File: config.mk
export PLATFORM = sky130hd
export DESIGN_NAME = evt_seq_tx
export DESIGN_NICKNAME = d
export VERILOG_FILES = /design/src/rtl/evt_seq_pkg.sv /design/src/rtl/evt_sched.sv /design/src/rtl/evt_trig_in.sv /design/src/rtl/evt_manch_ser.sv /design/src/rtl/evt_seq_tx.sv
export SDC_FILE = /design/constraint.sdc
export NUM_CORES = 1
export LEC_CHECK = 0
export CORE_AREA = 2 2 249 251
export CTS_BUF_LIST = sky130_fd_sc_hd__clkbuf_8
export DETAILED_ROUTE_END_ITERATION = 16
export DIE_AREA = 0 0 251 253
export PLACE_DENSITY = 0.61
export SLEW_MARGIN = 20
export SYNTH_ARGS = -nofsm -noshare
export SYNTH_HDL_FRONTEND = slang
export SYNTH_SLANG_ARGS = --single-unit
File: constraint.sdc
create_clock -name clk_i -period 16.65 [get_ports clk_i]
set_clock_uncertainty 0.05 [all_clocks]
set_input_delay 3.33 -clock clk_i [delete_from_list [all_inputs] [get_ports clk_i]]
set_output_delay 3.33 -clock clk_i [all_outputs]
set_load 0.01 [all_outputs]
File: src/rtl/evt_seq_pkg.sv
package evt_seq_pkg;
  localparam int unsigned CODE_W = 8;
  typedef logic [CODE_W-1:0] code_t;
  localparam code_t IDLE_CODE = '0;

  typedef enum logic [1:0] {
    SRC_NONE,
    SRC_SCHED,
    SRC_TRIG
  } src_e;
endpackage

File: src/rtl/evt_sched.sv
module evt_sched
  import evt_seq_pkg::*;
#(
  parameter int unsigned DEPTH  = 16,
  parameter int unsigned OFFS_W = 24
) (
  input  logic                     clk_i,
  input  logic                     rst_ni,
  input  logic                     cfg_we_i,
  input  logic [$clog2(DEPTH)-1:0] cfg_idx_i,
  input  logic [OFFS_W-1:0]        cfg_offs_i,
  input  code_t                    cfg_code_i,
  input  logic                     cycle_i,
  input  logic                     take_i,
  output logic                     due_o,
  output code_t                    code_o
);
  localparam int unsigned AW = $clog2(DEPTH);
  localparam int unsigned IW = $clog2(DEPTH + 1);
  localparam logic [IW-1:0] IDX_END = IW'(DEPTH);

  logic [OFFS_W-1:0] offs_q [DEPTH];
  code_t             code_q [DEPTH];
  logic [IW-1:0]     idx_q;
  logic [OFFS_W-1:0] cnt_q;
  logic              run_q;
  logic              at_end;
  code_t             cur_code;
  logic [OFFS_W-1:0] cur_offs;

  always_comb begin
    at_end   = (idx_q == IDX_END);
    cur_code = at_end ? IDLE_CODE : code_q[idx_q[AW-1:0]];
    cur_offs = at_end ? '0 : offs_q[idx_q[AW-1:0]];
  end

  // entry stays due until taken; line contention only delays it
  assign due_o  = run_q && (cur_code != IDLE_CODE) && (cnt_q >= cur_offs);
  assign code_o = cur_code;

  always_ff @(posedge clk_i or negedge rst_ni) begin
    if (!rst_ni) begin
      for (int i = 0; i < DEPTH; i++) begin
        offs_q[i] <= '0;
        code_q[i] <= IDLE_CODE;
      end
    end else if (cfg_we_i) begin
      offs_q[cfg_idx_i] <= cfg_offs_i;
      code_q[cfg_idx_i] <= cfg_code_i;
    end
  end

  always_ff @(posedge clk_i or negedge rst_ni) begin
    if (!rst_ni) begin
      run_q <= 1'b0;
      cnt_q <= '0;
      idx_q <= '0;
    end else if (cycle_i) begin
      run_q <= 1'b1;
      cnt_q <= '0;
      idx_q <= '0;
    end else if (run_q) begin
      if (at_end || cur_code == IDLE_CODE) begin
        run_q <= 1'b0;
      end else begin
        if (take_i) idx_q <= idx_q + 1'b1;
        if (cnt_q != '1) cnt_q <= cnt_q + 1'b1;
      end
    end
  end


  restart_chk: assert property (@(posedge clk_i) disable iff (!rst_ni)
    cycle_i |=> (idx_q == '0 && cnt_q == '0));


  take_due_chk: assert property (@(posedge clk_i) disable iff (!rst_ni)
    take_i |-> due_o);


  idx_step_chk: assert property (@(posedge clk_i) disable iff (!rst_ni)
    (run_q && !cycle_i) |=> (idx_q == $past(idx_q) || idx_q == $past(idx_q) + 1'b1));
endmodule

File: src/rtl/evt_trig_in.sv
module evt_trig_in
  import evt_seq_pkg::*;
#(
  parameter int unsigned N_TRIG     = 4,
  parameter int unsigned FIFO_DEPTH = 4,
  parameter code_t       TRIG_CODE0 = 8'hF0
) (
  input  logic              clk_i,
  input  logic              rst_ni,
  input  logic [N_TRIG-1:0] trig_i,
  input  logic              pop_i,
  output logic              valid_o,
  output code_t             code_o
);
  localparam int unsigned PW = (FIFO_DEPTH > 1) ? $clog2(FIFO_DEPTH) : 1;
  localparam int unsigned CW = $clog2(FIFO_DEPTH + 1);
  localparam logic [CW-1:0] FULL_CNT = CW'(FIFO_DEPTH);
  localparam logic [PW-1:0] PTR_LAST = PW'(FIFO_DEPTH - 1);

  logic [N_TRIG-1:0] prev_q, pend_q, rise, clr;
  code_t             mem_q [FIFO_DEPTH];
  logic [PW-1:0]     wp_q, rp_q;
  logic [CW-1:0]     cnt_q;
  logic              push;
  code_t             push_code;

  for (genvar g = 0; g < N_TRIG; g++) begin : g_edge
    assign rise[g] = trig_i[g] & ~prev_q[g];


    edge_pend_chk: assert property (@(posedge clk_i) disable iff (!rst_ni)
      (trig_i[g] && !prev_q[g]) |=> pend_q[g]);
  end

  // lowest pending index moves into the FIFO, one per tick
  always_comb begin
    push      = 1'b0;
    push_code = IDLE_CODE;
    clr       = '0;
    if (cnt_q != FULL_CNT) begin
      for (int i = N_TRIG - 1; i >= 0; i--) begin
        if (pend_q[i]) begin
          push      = 1'b1;
          push_code = TRIG_CODE0 + code_t'(i);
          clr       = '0;
          clr[i]    = 1'b1;
        end
      end
    end
  end

  always_ff @(posedge clk_i or negedge rst_ni) begin
    if (!rst_ni) begin
      prev_q <= '0;
      pend_q <= '0;
    end else begin
      prev_q <= trig_i;
      pend_q <= (pend_q & ~clr) | rise;
    end
  end

  always_ff @(posedge clk_i or negedge rst_ni) begin
    if (!rst_ni) begin
      for (int i = 0; i < FIFO_DEPTH; i++) mem_q[i] <= IDLE_CODE;
      wp_q  <= '0;
      rp_q  <= '0;
      cnt_q <= '0;
    end else begin
      if (push) begin
        mem_q[wp_q] <= push_code;
        wp_q        <= (wp_q == PTR_LAST) ? '0 : wp_q + 1'b1;
      end
      if (pop_i) rp_q <= (rp_q == PTR_LAST) ? '0 : rp_q + 1'b1;
      case ({push, pop_i})
        2'b10:   cnt_q <= cnt_q + 1'b1;
        2'b01:   cnt_q <= cnt_q - 1'b1;
        default: cnt_q <= cnt_q;
      endcase
    end
  end

  assign valid_o = (cnt_q != '0);
  assign code_o  = mem_q[rp_q];


  fifo_bound_chk: assert property (@(posedge clk_i) disable iff (!rst_ni)
    cnt_q <= FULL_CNT);


  pop_valid_chk: assert property (@(posedge clk_i) disable iff (!rst_ni)
    pop_i |-> cnt_q != '0);
endmodule

File: src/rtl/evt_manch_ser.sv
module evt_manch_ser
  import evt_seq_pkg::*;
#(
  parameter int unsigned HALF_TICKS = 2
) (
  input  logic  clk_i,
  input  logic  rst_ni,
  input  logic  ld_valid_i,
  input  code_t ld_code_i,
  output logic  take_o,
  output logic  line_o
);
  localparam int unsigned HC_W = (HALF_TICKS > 1) ? $clog2(HALF_TICKS) : 1;
  localparam int unsigned BW   = $clog2(CODE_W + 1);
  localparam logic [HC_W-1:0] HC_LAST  = HC_W'(HALF_TICKS - 1);
  localparam logic [BW-1:0]   BIT_LAST = BW'(CODE_W);

  logic [HC_W-1:0] hc_q;
  logic            slot_q;
  logic            busy_q;
  logic [BW-1:0]   bcnt_q;
  logic [CODE_W:0] sh_q;
  logic            bit_end, can_load;

  assign bit_end  = slot_q && (hc_q == HC_LAST);
  assign can_load = bit_end && (!busy_q || bcnt_q == BIT_LAST);
  assign take_o   = can_load && ld_valid_i;
  // idle sends zeros; second half is the inverse of the first
  assign line_o   = (busy_q & sh_q[CODE_W]) ^ slot_q;

  always_ff @(posedge clk_i or negedge rst_ni) begin
    if (!rst_ni) begin
      hc_q   <= '0;
      slot_q <= 1'b0;
      busy_q <= 1'b0;
      bcnt_q <= '0;
      sh_q   <= '0;
    end else begin
      if (hc_q == HC_LAST) begin
        hc_q   <= '0;
        slot_q <= ~slot_q;
      end else begin
        hc_q <= hc_q + 1'b1;
      end
      if (can_load) begin
        if (ld_valid_i) begin
          sh_q   <= {1'b1, ld_code_i};
          bcnt_q <= '0;
          busy_q <= 1'b1;
        end else begin
          busy_q <= 1'b0;
        end
      end else if (bit_end && busy_q) begin
        sh_q   <= {sh_q[CODE_W-1:0], 1'b0};
        bcnt_q <= bcnt_q + 1'b1;
      end
    end
  end


  mid_edge_chk: assert property (@(posedge clk_i) disable iff (!rst_ni)
    (slot_q && hc_q == '0) |-> line_o != $past(line_o));


  half_stable_chk: assert property (@(posedge clk_i) disable iff (!rst_ni)
    (hc_q != '0) |-> $stable(line_o));


  start_bit_chk: assert property (@(posedge clk_i) disable iff (!rst_ni)
    $rose(busy_q) |-> (line_o && !slot_q));


  frame_len_chk: assert property (@(posedge clk_i) disable iff (!rst_ni)
    busy_q |-> bcnt_q <= BIT_LAST);
endmodule

File: src/rtl/evt_seq_tx.sv
module evt_seq_tx
  import evt_seq_pkg::*;
#(
  parameter int unsigned DEPTH      = 16,
  parameter int unsigned OFFS_W     = 24,
  parameter int unsigned N_TRIG     = 4,
  parameter int unsigned FIFO_DEPTH = 4,
  parameter int unsigned HALF_TICKS = 2,
  parameter code_t       TRIG_CODE0 = 8'hF0
) (
  input  logic                     clk_i,
  input  logic                     rst_ni,
  input  logic                     cycle_i,
  input  logic [N_TRIG-1:0]        trig_i,
  input  logic                     cfg_we_i,
  input  logic [$clog2(DEPTH)-1:0] cfg_idx_i,
  input  logic [OFFS_W-1:0]        cfg_offs_i,
  input  logic [CODE_W-1:0]        cfg_code_i,
  output logic                     line_o
);
  logic  s_due, t_valid, take, s_take, t_pop, ld_valid;
  code_t s_code, t_code, ld_code;
  src_e  src;

  always_comb begin
    src = SRC_NONE;
    if (s_due)        src = SRC_SCHED;
    else if (t_valid) src = SRC_TRIG;
  end

  assign ld_valid = (src != SRC_NONE);
  assign ld_code  = (src == SRC_TRIG) ? t_code : s_code;
  assign s_take   = take && (src == SRC_SCHED);
  assign t_pop    = take && (src == SRC_TRIG);

  evt_sched #(.DEPTH(DEPTH), .OFFS_W(OFFS_W)) u_sched (
    .clk_i      (clk_i),
    .rst_ni     (rst_ni),
    .cfg_we_i   (cfg_we_i),
    .cfg_idx_i  (cfg_idx_i),
    .cfg_offs_i (cfg_offs_i),
    .cfg_code_i (cfg_code_i),
    .cycle_i    (cycle_i),
    .take_i     (s_take),
    .due_o      (s_due),
    .code_o     (s_code)
  );

  evt_trig_in #(.N_TRIG(N_TRIG), .FIFO_DEPTH(FIFO_DEPTH), .TRIG_CODE0(TRIG_CODE0)) u_trig (
    .clk_i   (clk_i),
    .rst_ni  (rst_ni),
    .trig_i  (trig_i),
    .pop_i   (t_pop),
    .valid_o (t_valid),
    .code_o  (t_code)
  );

  evt_manch_ser #(.HALF_TICKS(HALF_TICKS)) u_ser (
    .clk_i      (clk_i),
    .rst_ni     (rst_ni),
    .ld_valid_i (ld_valid),
    .ld_code_i  (ld_code),
    .take_o     (take),
    .line_o     (line_o)
  );


  sched_prio_chk: assert property (@(posedge clk_i) disable iff (!rst_ni)
    (s_due && t_valid && take) |-> !t_pop);


  no_idle_frame_chk: assert property (@(posedge clk_i) disable iff (!rst_ni)
    take |-> ld_code != IDLE_CODE);
endmodule

==> results.md <==
* Result of the run: complete, no violations
* Worst max-slew margin expressed relative to the limit at 35.8%
* Synthesized flop and latch total at 585
* CP arrival at 6.74 ns
* Number of buffers inserted by post-CTS setup repair at 0
* Synthesized net count at 1879
* Max-slew violation total from the final report at 0
* Maximum operating frequency at 162 MHz
* Buffers from clock root to sink, at most at 3
* Cell type contributing the most total cell area after synthesis: sky130_fd_sc_hd__dfrtp_1
* Cell types occupying the most area after synthesis: sky130_fd_sc_hd__dfrtp_1, sky130_fd_sc_hd__mux2_2, sky130_fd_sc_hd__mux4_2, sky130_fd_sc_hd__ha_1, sky130_fd_sc_hd__clkbuf_1
* Min Hold Slack at 0.383 ns
* Core footprint at 61000 µm²
* Filler instances at 5210
* Final critical path time including I/O delays and setup at 6.19 ns
* Net count reported at finish at 1915
* Sequential fraction of the synthesis area at 54.0%
* Total area of sequential cells at 14700 µm²
* Pin count of the biggest net entering global routing at 164
* Data required, critical path at 17.20 ns
* Post-CTS clock slew at the launch and capture registers of the worst setup and hold paths at 0.06 ns
* Main synth FF type: sky130_fd_sc_hd__dfrtp_1
* Grt total ovfl at 0
* Share of post-route cells with drive strength above 1 at 46.4%
* Post-route cell area at 30300 µm²
* Slew at the pin closest to its max-slew limit at 0.963 ns
* Int Pwr at 0.00288 W
* Peak supply drop at 0.0000617 V
* Leak pwr at 12.8 nW
* Post-route setup slack at 10.46 ns
* Setup repair after global routing missed its margin: no
* Share of Yosys cell area claimed by the top area cell type at 54.0%
* Global-route wire length before repair at 99.4 mm
* Number of nets with antenna violations after routing at 0
* Largest delay share family, worst path: compound AO/OA/AOI/OAI gates
* Die boundary height at 253 µm
* Post-detailed-placement cell area at 28300 µm²
* Yosys warning count at 0
* DR WL/cell at 23.3 µm
* Overall Global Routing Usage at 20.5%
* CP Launch Type: register
* Remaining design rule violation count at 0
* Resized Gates After CTS at 0
* Die X-Extent at 251 µm
* Critical path peak fanout at 53
* Root buffer cell: sky130_fd_sc_hd__clkbuf_8
* Commonest cells in the synthesized netlist: sky130_fd_sc_hd__dfrtp_1, sky130_fd_sc_hd__mux2_2, sky130_fd_sc_hd__mux4_2
* DRC marker count from the first detailed-route iteration at 776
* Final weighted congestion in routability-driven placement at 0.766
* Switching fraction of total power at 25.8%
* Share of flip-flops with an asynchronous set or reset after synthesis at 100%
* Cell row count at 91
* Per-instance average area after synthesis at 15.1 µm²
* Clock tree from TritonCTS: yes
* Share of the clock period used by the worst path at 37.2%
* Proportion of power drawn by combinational gates at 17.4%
* Total die area at 63500 µm²
* Antenna violations before repair at 4
* Via/cell ratio at 5.74
* Number of global-route vias before repair at 16800
* CTS Hold Buffers Added at 0
* Endpoint class of the critical path: register
* Boundary pin count at 45
* Clock network fraction of design power at 33.2%
* Cell-by-cell trace of the critical path: buf_4, mux4_2, mux4_2, and2_1, ha_1, nand2b_1, a211oi_1, o21ai_0, a41oi_1, o211ai_1, a21oi_2, and2_2, ha_1, inv_1, fa_1, xor2_1, nor2_1, xor2_1
* Count of mapped cells out of synthesis at 1799
* Sum of negative setup slack at 0 ns
* Number of clock sinks at 585
* Worst path slowest cell: sky130_fd_sc_hd__dfrtp_4
* Sequential cell fraction of total power at 49.4%
* Area used by multi-input combinational logic at 11900 µm²
* Area growth syn-to-layout at 12.0%
* Final setup violation count at 0
* Starting density of the core at 44.4%
* Number of iterations in the first detailed-routing pass at 5
* Number of distinct standard cells referenced by the synthesized netlist at 55
* Number of maximum-capacitance violations at 0
* HPWL after detailed placement at 35.1 mm
* Synthesized area at 27100 µm²
* Largest stage delay on the critical path at 0.98 ns
* Start-to-end type of the worst setup path: register to register
* Level count of the clock H-tree at 3
* Hold Path Class: register to register
* Final number of hold-violating endpoints at 0
* Net Switching at 0.00100 W
* Number of enable-type register cells in the synthesized netlist at 0
* Clk Latency, worst-skew pair at 0.69 ns
* Most instantiated library cell after synthesis: sky130_fd_sc_hd__dfrtp_1
* Total CTS buffers at 101
* Bufs and invs on worst path at 2
* Power Density at 128 nW/µm²
* Setup slack at placement at 9.68 ns
* Total wire length after detailed routing at 62.9 mm
* Detailed-route via count at 15500
* Quantity of I/O buffers inserted on ports at 44
layout make-up:
class / count / area share, %
repair buffers: 73 / 2.28
clock inverters: 46 / 0.755
well taps: 790 / 3.26
clock buffers: 130 / 5.90
flip-flops and latches: 585 / 48.3
inverters: 24 / 0.297
diodes: 2 / 0.0165
multi-input cells: 1050 / 39.2
per-stage QoR:
stage	util (%)	total power, W	instances
floorplan	-	0.00241	1799
global placement	46.4	0.00257	2522
CTS	49.7	0.00393	2698
detailed placement	46.4	0.00262	2522
global route	49.7	0.00409	2699
finish	49.7	0.00388	2700
final timing paths:
path / from / endpoint / slack (ns) / cells past startpoint
max reg2reg: u_sched.idx_q[1] / u_trig.cnt_q[2] / 10.46 / 18
min reg2reg: u_trig.prev_q[0] / u_trig.pend_q[0] / 0.38 / 1
min: u_trig.prev_q[0] / u_trig.pend_q[0] / 0.38 / 1
max in group asynchronous: rst_ni / u_sched.offs_q[136] / 10.95 / 4
max: u_sched.idx_q[1] / u_trig.cnt_q[2] / 10.46 / 18
min in group asynchronous: rst_ni / u_sched.code_q[77] / 2.64 / 1
cell usage in the layout (no fill, tap or decap), drive strengths merged, types with 4 or more instances in the layout:
master,netlist,layout
nand3,16,16
and3,9,9
nor2b,8,8
a21oi,22,22
mux2,526,526
nor3,14,14
a211oi,4,4
inv,24,57
ha,35,35
a21o,5,5
or4,5,5
o21ai,20,20
or3,7,7
clkinv,0,8
xnor2,16,16
nand4,6,6
o211ai,4,4
o31ai,4,4
nor2,44,44
o32a,4,4
clkinvlp,0,4
clkdlybuf4s50,0,43
dfrtp,585,585
and2,12,12
and4,4,4
buf,42,30
nand2,64,64
xor2,6,6
a31o,4,4
nor3b,7,7
nand2b,15,15
mux4,155,155
a22oi,16,16
clkbuf,98,130
power by group through the flow:
stage	Sequential, W	Combinational [W]	Clock, W
floorplan	0.00188	0.000532	0
global placement	0.00192	0.000658	0
detailed placement	0.00194	0.000684	0
CTS	0.00191	0.000685	0.00133
global route	0.00196	0.000745	0.00139
finish	0.00192	0.000675	0.00129
per-layer routing:
layer | wire, µm | GRT usage, % | vias to the layer above | part of all wire (%)
met4 | 1370 | 6.94 | 4 | 2.2
met2 | 30000 | 32.9 | 243 | 48
met5 | 25 | 0 | - | 0.040
met1 | 29300 | 28.6 | 8407 | 47
met3 | 2180 | 3.50 | 91 | 3.5
li1 | - | - | 6746 | -
kinds of logic after synthesis:
| group | synth area share [%] |
|---|---|
| compound gates | 2.41 |
| xor+xnor | 0.711 |
| fa+ha+maj | 1.69 |
| buf+inv | 2.39 |
| flops | 54.0 |
| mux | 34.7 |
| simple gates | 4.03 |
state kept, by name (all words and copies together) (netlist names):
register,cells
u_sched.offs_q,384
u_sched.code_q,128
u_sched.cnt_q,24
u_trig.mem_q,12
u_ser.sh_q,9
u_sched.idx_q,5
u_ser.bcnt_q,4
u_trig.pend_q,4
u_trig.prev_q,4
u_trig.cnt_q,3
u_trig.rp_q,2
u_trig.wp_q,2
u_sched.run_q,1
u_ser.busy_q,1
u_ser.hc_q,1
u_ser.slot_q,1
(Power assumes the default switching activity.)
